**src/rtl/ptn_pkg.sv**
```systemverilog
package ptn_pkg;
  localparam logic [2:0] MODE_OFF    = 3'b000;
  localparam logic [2:0] MODE_TOGGLE = 3'b001;
  localparam logic [2:0] MODE_PRBS7  = 3'b010;
  localparam logic [2:0] MODE_PRBS23 = 3'b011;
  localparam logic [2:0] MODE_PRBS31 = 3'b100;
  localparam logic [2:0] MODE_USER   = 3'b101;

  typedef enum logic [1:0] {
    KIND_OFF,
    KIND_TOGGLE,
    KIND_USER,
    KIND_PRBS
  } patKind_e;

  typedef struct packed {
    logic     restart;
    logic     seedChk;
    patKind_e kind;
    logic [4:0] tapLong;
    logic [4:0] tapShort;
  } ctrlStrobes_t;
endpackage

```
**src/rtl/ptn_ctrl.sv**
```systemverilog
module ptn_ctrl
  import ptn_pkg::*;
#(
  parameter int LOCK_WORDS = 2
) (
  input  logic         clk,
  input  logic         rstN,
  input  logic [2:0]   modeSel,
  input  logic         errClear,
  input  logic         mismatch,
  output ctrlStrobes_t strobes,
  output logic         locked,
  output logic         testFail
);
  localparam int CNT_W = $clog2(LOCK_WORDS + 1);

  logic [2:0]       modeQ;
  logic [CNT_W-1:0] goodCnt;
  logic             lockedQ;
  logic             failQ;
  logic             restart;
  patKind_e         kind;

  assign restart = (modeSel != modeQ);

  always_comb begin
    kind              = KIND_OFF;
    strobes.tapLong   = 5'd7;
    strobes.tapShort  = 5'd6;
    case (modeSel)
      MODE_TOGGLE: kind = KIND_TOGGLE;
      MODE_USER:   kind = KIND_USER;
      MODE_PRBS7:  kind = KIND_PRBS;
      MODE_PRBS23: begin
        kind             = KIND_PRBS;
        strobes.tapLong  = 5'd23;
        strobes.tapShort = 5'd18;
      end
      MODE_PRBS31: begin
        kind             = KIND_PRBS;
        strobes.tapLong  = 5'd31;
        strobes.tapShort = 5'd28;
      end
      default: kind = KIND_OFF;
    endcase
    strobes.kind    = kind;
    strobes.restart = restart;
    strobes.seedChk = !lockedQ;
  end

  always_ff @(posedge clk or negedge rstN) begin
    if (!rstN) begin
      modeQ   <= MODE_OFF;
      goodCnt <= '0;
      lockedQ <= 1'b0;
      failQ   <= 1'b0;
    end else begin
      modeQ <= modeSel;
      if (restart) begin
        goodCnt <= '0;
        lockedQ <= 1'b0;
        failQ   <= 1'b0;
      end else begin
        if (kind == KIND_OFF) begin
          goodCnt <= '0;
          lockedQ <= 1'b0;
        end else if (!lockedQ) begin
          if (mismatch) begin
            goodCnt <= '0;
          end else if (goodCnt == CNT_W'(LOCK_WORDS - 1)) begin
            goodCnt <= '0;
            lockedQ <= 1'b1;
          end else begin
            goodCnt <= goodCnt + 1'b1;
          end
        end
        if (errClear) begin
          failQ <= 1'b0;
        end else if (lockedQ && mismatch) begin
          failQ <= 1'b1;
        end
      end
    end
  end

  assign locked   = lockedQ;
  assign testFail = failQ;


  fail_sticky_chk: assert property (@(posedge clk) disable iff (!rstN)
    (failQ && !errClear && !restart) |=> failQ);


  no_fail_unlocked_chk: assert property (@(posedge clk) disable iff (!rstN)
    (!lockedQ && !failQ) |=> !failQ);


  restart_clears_chk: assert property (@(posedge clk) disable iff (!rstN)
    restart |=> (!failQ && !lockedQ));


  clear_pulse_chk: assert property (@(posedge clk) disable iff (!rstN)
    errClear |=> !failQ);


  reserved_idle_chk: assert property (@(posedge clk) disable iff (!rstN)
    (modeSel == 3'b110 || modeSel == 3'b111) |=> !lockedQ);
endmodule

```
**src/rtl/ptn_datapath.sv**
```systemverilog
module ptn_datapath
  import ptn_pkg::*;
#(
  parameter int              WORD_W     = 20,
  parameter int              HIST_W     = 31,
  parameter logic [WORD_W-1:0] USER_RESET = 20'h66666
) (
  input  logic              clk,
  input  logic              rstN,
  input  ctrlStrobes_t      strobes,
  input  logic              userLoad,
  input  logic [WORD_W-1:0] userWordIn,
  input  logic [WORD_W-1:0] rxData,
  output logic [WORD_W-1:0] txData,
  output logic              mismatch
);
  localparam int STEP_W = WORD_W + HIST_W;
  localparam int CAT_W  = 2 * WORD_W;

  function automatic logic [WORD_W-1:0] toggleWord();
    logic [WORD_W-1:0] w;
    for (int i = 0; i < WORD_W; i++) w[i] = (i % 2 == 1);
    return w;
  endfunction

  localparam logic [WORD_W-1:0] TOGGLE_WORD = toggleWord();

  // Advance the history by one word; bit 0 of the history is the newest bit.
  function automatic logic [STEP_W-1:0] lfsrAdvance(
    input logic [HIST_W-1:0] hist,
    input logic [4:0]        tl,
    input logic [4:0]        ts
  );
    logic [HIST_W-1:0] h;
    logic [WORD_W-1:0] o;
    logic              b;
    h = hist;
    for (int i = 0; i < WORD_W; i++) begin
      b    = h[tl - 5'd1] ^ h[ts - 5'd1];
      o[i] = b;
      h    = {h[HIST_W-2:0], b};
    end
    return {o, h};
  endfunction

  // Rebuild a history from the two most recent received words.
  function automatic logic [HIST_W-1:0] seedFrom(
    input logic [WORD_W-1:0] older,
    input logic [WORD_W-1:0] newer
  );
    logic [CAT_W-1:0]  cat;
    logic [HIST_W-1:0] s;
    cat = {newer, older};
    for (int j = 0; j < HIST_W; j++) s[j] = cat[CAT_W-1-j];
    return s;
  endfunction

  logic [HIST_W-1:0] genHist;
  logic [HIST_W-1:0] chkHist;
  logic [WORD_W-1:0] txQ;
  logic [WORD_W-1:0] userQ;
  logic [WORD_W-1:0] rxPrev;
  logic [STEP_W-1:0] genNext;
  logic [STEP_W-1:0] chkNext;
  logic [WORD_W-1:0] expected;

  assign genNext = lfsrAdvance(genHist, strobes.tapLong, strobes.tapShort);
  assign chkNext = lfsrAdvance(chkHist, strobes.tapLong, strobes.tapShort);

  always_comb begin
    case (strobes.kind)
      KIND_TOGGLE: expected = TOGGLE_WORD;
      KIND_USER:   expected = userQ;
      KIND_PRBS:   expected = chkNext[STEP_W-1:HIST_W];
      default:     expected = '0;
    endcase
  end

  assign mismatch = (expected != rxData);

  always_ff @(posedge clk or negedge rstN) begin
    if (!rstN) begin
      genHist <= '1;
      chkHist <= '1;
      txQ     <= '0;
      userQ   <= USER_RESET;
      rxPrev  <= '0;
    end else begin
      if (userLoad) userQ <= userWordIn;
      rxPrev <= rxData;
      if (strobes.restart) begin
        genHist <= '1;
        txQ     <= '0;
      end else begin
        case (strobes.kind)
          KIND_PRBS: begin
            txQ     <= genNext[STEP_W-1:HIST_W];
            genHist <= genNext[HIST_W-1:0];
          end
          KIND_TOGGLE: txQ <= TOGGLE_WORD;
          KIND_USER:   txQ <= userQ;
          default:     txQ <= '0;
        endcase
      end
      if (strobes.seedChk) chkHist <= seedFrom(rxPrev, rxData);
      else                 chkHist <= chkNext[HIST_W-1:0];
    end
  end

  assign txData = txQ;


  gen_nonzero_chk: assert property (@(posedge clk) disable iff (!rstN)
    (strobes.kind == KIND_PRBS) |-> (genHist != '0));


  restart_word_chk: assert property (@(posedge clk) disable iff (!rstN)
    strobes.restart |=> (txData == '0));
endmodule

```
**src/rtl/serdes_ptn_engine.sv**
```systemverilog
module serdes_ptn_engine
  import ptn_pkg::*;
#(
  parameter int         WORD_W     = 20,
  parameter int         HIST_W     = 31,
  parameter int         LOCK_WORDS = 2,
  parameter logic [3:0] ALARM_CODE = 4'b0011
) (
  input  logic              clk,
  input  logic              rstN,
  input  logic [2:0]        modeSel,
  input  logic              userLoad,
  input  logic [WORD_W-1:0] userWordIn,
  input  logic              errClear,
  input  logic [3:0]        debugSel,
  input  logic [WORD_W-1:0] rxData,
  output logic [WORD_W-1:0] txData,
  output logic              locked,
  output logic              testFail,
  output logic              alarm
);
  ctrlStrobes_t strobes;
  logic         mismatch;

  ptn_ctrl #(.LOCK_WORDS(LOCK_WORDS)) u_ctrl (
    .clk      (clk),
    .rstN     (rstN),
    .modeSel  (modeSel),
    .errClear (errClear),
    .mismatch (mismatch),
    .strobes  (strobes),
    .locked   (locked),
    .testFail (testFail)
  );

  ptn_datapath #(.WORD_W(WORD_W), .HIST_W(HIST_W)) u_data (
    .clk        (clk),
    .rstN       (rstN),
    .strobes    (strobes),
    .userLoad   (userLoad),
    .userWordIn (userWordIn),
    .rxData     (rxData),
    .txData     (txData),
    .mismatch   (mismatch)
  );

  assign alarm = testFail && (debugSel == ALARM_CODE);


  alarm_source_chk: assert property (@(posedge clk) disable iff (!rstN)
    alarm |-> testFail);


  alarm_gated_chk: assert property (@(posedge clk) disable iff (!rstN)
    (debugSel != ALARM_CODE) |-> !alarm);
endmodule

```
**config.mk**
```make
export PLATFORM = sky130hd
export DESIGN_NAME = serdes_ptn_engine
export DESIGN_NICKNAME = d
export VERILOG_FILES = /design/src/rtl/ptn_pkg.sv /design/src/rtl/ptn_ctrl.sv /design/src/rtl/ptn_datapath.sv /design/src/rtl/serdes_ptn_engine.sv
export SDC_FILE = /design/constraint.sdc
export NUM_CORES = 1
export LEC_CHECK = 0
export BUFFER_PORTS_ARGS = -buffer_cell sky130_fd_sc_hd__buf_2
export CAP_MARGIN = 20
export CORE_UTILIZATION = 61
export CTS_CLUSTER_DIAMETER = 80
export DETAILED_ROUTE_END_ITERATION = 8
export PLACE_DENSITY = 0.79
export SLEW_MARGIN = 10
export SYNTH_ARGS = -nofsm -noshare
export SYNTH_HDL_FRONTEND = slang
export SYNTH_SLANG_ARGS = --single-unit
```
**constraint.sdc**
```tcl
create_clock -name clk -period 3.45 [get_ports clk]
set_input_delay 0.5175 -clock clk [delete_from_list [all_inputs] [get_ports clk]]
set_output_delay 0.5175 -clock clk [all_outputs]
set_load 0.02 [all_outputs]
```
==> run_results.csv <==
group,metric,value,unit
timing,tightest_slew,1.090,ns
final_layout,num-nets-final,1244,
critical_path,path_max_fanout,15,
floorplanning,io_pins,74,
cts,clk_pin_slew,0.07,ns
power_and_ir_drop,power.leakage,4.816,nW
global_routing,gr-total-overflow,0,
power_and_ir_drop,swShare,0.3682,
cts,h-tree-depth,4,
timing,rsz0062_at_grt,"true",
place,dpl_cell_area,9792,µm²
timing,maxSlewViolCount,0,
cts,cts_tree,"done",
logic_synthesis,synth_area,8117,µm²
global_routing,antenna_found_initial,1,
detailed_routing,route.detailed.drc,0,
global_routing,grt_usage,0.4881,
detailed_routing,dr.pass1.iters,7,
critical_path,path_buf_inv,4,
status,violations,"setup timing",
logic_synthesis,synth_edf_count,0,
cts,cts_buffers,17,
logic_synthesis,yosysSeqAreaShare,0.3811,
floorplanning,placementRows,41,
power_and_ir_drop,seq_power_share,0.314,
critical_path,path_common_cell,"buf_4",
place,io_buffers,73,
place,gp_congestion,1.067,
logic_synthesis,synth.avg_cell_area,8.308,µm²
timing,min_period_over_period,1.084,
logic_synthesis,synthCells,977,
final_layout,multi_input_area,5156,µm²
detailed_routing,avgRoutedWirePerCell,26.49,µm
power_and_ir_drop,pwr-share-clk,0.346,
critical_path,arrival,4.06,ns
critical_path,cp.required,3.77,ns
cts,ctsHoldBuffers,0,
detailed_routing,vias,9823,
place,hpwlAfterDp,23450,µm
floorplanning,dieWidth,117.4,µm
status,status,"finished, violations left",
detailed_routing,drt_wl_total,36520,µm
timing,tns,-0.9210,ns
critical_path,slowest_delay,0.42,ns
final_layout,ff_latch_area,3097,µm²
critical_path,crit_family,"simple AND/OR/NAND/NOR gates",
cts,cts.path.max_buffers,2,
final_layout,drive_gt1_frac,0.4129,
detailed_routing,viasPerCell,7.123,
final_layout,final_cell_area,11110,µm²
power_and_ir_drop,p_comb_frac,0.340,
timing,clock-skew-final,0.01178,ns
global_routing,grt_pass1_wl,50600,µm
logic_synthesis,synth_simple_gate_area_frac,0.2087,
global_routing,grt_pass1_vias,8717,
logic_synthesis,synth_flop_cell,"dfstp_2",
critical_path,path_class,"input pin to flop",
logic_synthesis,synth_top_family_by_area,"compound AO/OA/AOI/OAI gates",
logic_synthesis,synth_fa_ha_area_frac,0,
cts,cts_sinks,120,
power_and_ir_drop,ir_drop,0.4384,mV
logic_synthesis,ys.warnings.count,0,
critical_path,endpoint_kind,"flop",
cts,worstSkewPairLatency,0.44,ns
timing,setup-violations-final,4,
timing,fmax,267.5,MHz
worst_hold_path,min_path_type,"input pin to async pin",
timing,layout_setup_ws,-0.2887,ns
logic_synthesis,synth-xor-area-share,0.06783,
power_and_ir_drop,internal-power,3.249,mW
global_routing,grt_max_degree,74,
logic_synthesis,synth_mux_area_frac,0.06120,
critical_path,crit_chain,"buf_2 -> buf_6 -> buf_4 -> and3b_2 -> a311oi_4 -> buf_4 -> nand2_1 -> xor2_2 -> a21oi_1 -> xnor2_1 -> nor4_1 -> nand4_1 -> nor4_2 -> o211ai_2 -> o31ai_1",
logic_synthesis,async_reset_ff_frac,1.000,
detailed_routing,postRouteAntennaNets,0,
timing,relSlewSlack,0.2730,
floorplanning,fp.dieH,117.4,µm
floorplanning,die_area,13770,µm²
floorplanning,initial_utilization,0.6354,
logic_synthesis,syn_nets,1028,
logic_synthesis,synth_compound_area_frac,0.2345,
timing,final_hold_viol_count,0,
flow_run,max_cap_viol_count,0,
final_layout,fillers,645,
final_layout,final_util,0.8701,
floorplanning,core_area,12770,µm²
logic_synthesis,ys_ff_latch,120,
place,dp_worst_setup_slack,-0.6470,ns
power_and_ir_drop,powerDensity,462.7,nW/µm²
critical_path,start_kind,"input pin",
final_layout,area_delta_synth_final,36.94,%
logic_synthesis,ys_types,79,
power_and_ir_drop,p_switching,1.893,mW
detailed_routing,drtIter0Drc,1735,
critical_path,cpMaxStageDelayCell,"a311oi_4",
cts,cts_root_buf,"clkbuf_16",
timing,min_period,3.739,ns
[layout make-up]
type                            instances  share of cell area
Sequential cell                       120              0.2786
Clock inverter                         15             0.01340
Multi-Input combinational cell        762              0.4639
Tap cell                              172             0.01936
Antenna cell                            1           0.0002251
Timing Repair Buffer                  275              0.1805
Clock buffer                           17             0.03828
Inverter                               17            0.005741
[registers in the layout (all words and copies together), names as in the netlist]
name	cells
u_data.userQ	20
u_data.txData	20
u_ctrl.locked	1
u_ctrl.testFail	1
u_data.rxPrev	11
u_ctrl.goodCnt	2
u_ctrl.modeQ	3
u_data.chkHist	31
u_data.genHist	31
[cell usage after synthesis, drive strengths merged, types with 4 or more instances]
master  count  area share
dfstp      72        0.23
buf        18       0.011
nand2b     13       0.010
o22a        5      0.0054
o22ai      32       0.025
o211ai      6      0.0062
a31oi      11      0.0085
o21ai      73       0.045
o221ai     16       0.018
and2       10      0.0077
xor2       27       0.030
nor4        9      0.0077
or3         5      0.0039
xnor2      35       0.038
nand2     112       0.052
a221oi      5      0.0054
dfrtp      48        0.15
or2         4      0.0031
and3        4      0.0037
a211oi     11       0.010
mux2i      14       0.018
clkbuf     60       0.028
a22oi       5      0.0046
nor3       13      0.0080
nor3b      11       0.011
inv        17      0.0079
nand3      32       0.020
o21a        5      0.0046
nand3b      4      0.0037
mux2       31       0.043
nor2      110       0.051
a21oi      88       0.054
nor2b       7      0.0054
nand4       6      0.0046
and3b       5      0.0054
a32oi       4      0.0043
[cells by family (layout without fill, tap and decap cells)]
family          count (synthesis)  after routing
flops                         120            120
other cells                     0              1
xor+xnor                       62             62
mux                            45             45
compound gates                299            299
simple gates                  356            356
buf+inv                        95            324
[cells in the final DEF (no fill, tap or decap), types with 18 or more instances in the layout]
master and count:
dfrtp_1 48, mux2_2 30, buf_2 71, nor2_1 103, dfstp_2 71, nand2_1 109
a21oi_1 82, nand3_1 30, clkbuf_16 18, buf_4 187, o21ai_0 60, xor2_1 22
xnor2_1 29, o22ai_1 30
[per-layer routing]
| metal | global-route usage | part of all wire | vias up |
|---|---|---|---|
| li1 | - | - | 3958 |
| met1 | 0.6410 | 0.35 | 4525 |
| met4 | 0.2922 | 0.085 | 0 |
| met2 | 0.7012 | 0.41 | 1020 |
| met3 | 0.1556 | 0.15 | 320 |
| met5 | 0 | 0 | - |
[worst reg2reg max path: stages, from the launching register on]
cell,delay (ns)
dfstp_4,0.73
nor2_1,0.06
o21ai_1,0.24
nand2_2,0.10
buf_4,0.16
xor2_1,0.17
o21ai_0,0.37
o21ai_1,0.16
xnor2_1,0.21
a311oi_1,0.29
nand4_1,0.29
nor4_2,0.32
o211ai_2,0.20
o31ai_1,0.30
[timing repair]
action	in CTS	in global routing
pin swaps	16	39
cloned	0	1
gates resized for setup	50	70
buffers inserted	11	13
endpoints found under the setup margin	4	16
[worst paths after layout]
check	slack [ns]	from	depth (start not counted)	endpoint
worst max-delay path	-0.29	modeSel[0]	15	u_ctrl.goodCnt[0]$_DFFE_PN0P_
worst min-delay path	0.10	rstN	1	u_data.rxPrev[13]$_DFF_PN0_
worst max register to register	-0.26	u_data.chkHist[3]$_DFF_PN1_	13	u_ctrl.goodCnt[0]$_DFFE_PN0P_
worst min register to register	0.49	u_data.rxPrev[15]$_DFF_PN0_	1	u_data.chkHist[24]$_DFF_PN1_
max in group asynchronous	2.50	rstN	2	u_data.userQ[9]$_DFFE_PN1P_
min in group clk	0.23	rxData[15]	1	u_data.rxPrev[15]$_DFF_PN0_
[power groups by stage]
stage	clock, mW	combinational [mW]	sequential (mW)
finish	1.78	1.75	1.61
global route	1.83	1.81	1.61
global placement	0	1.42	1.61
CTS	1.76	1.53	1.60
detailed placement	0	1.44	1.61
floorplan	0	0.779	1.58
[stage by stage]
stage	instances	power, mW	hold slack [ns]
final	1379	5.143	0.1045
after global routing	1378	5.253	0.1408
after CTS	1364	4.885	0.1032
after detailed placement	1322	3.059	0.4725
after global placement	1322	3.034	0.4579
after floorplan	977	2.363	0.2219
Note: power is estimated with default switching activity, not from simulation.
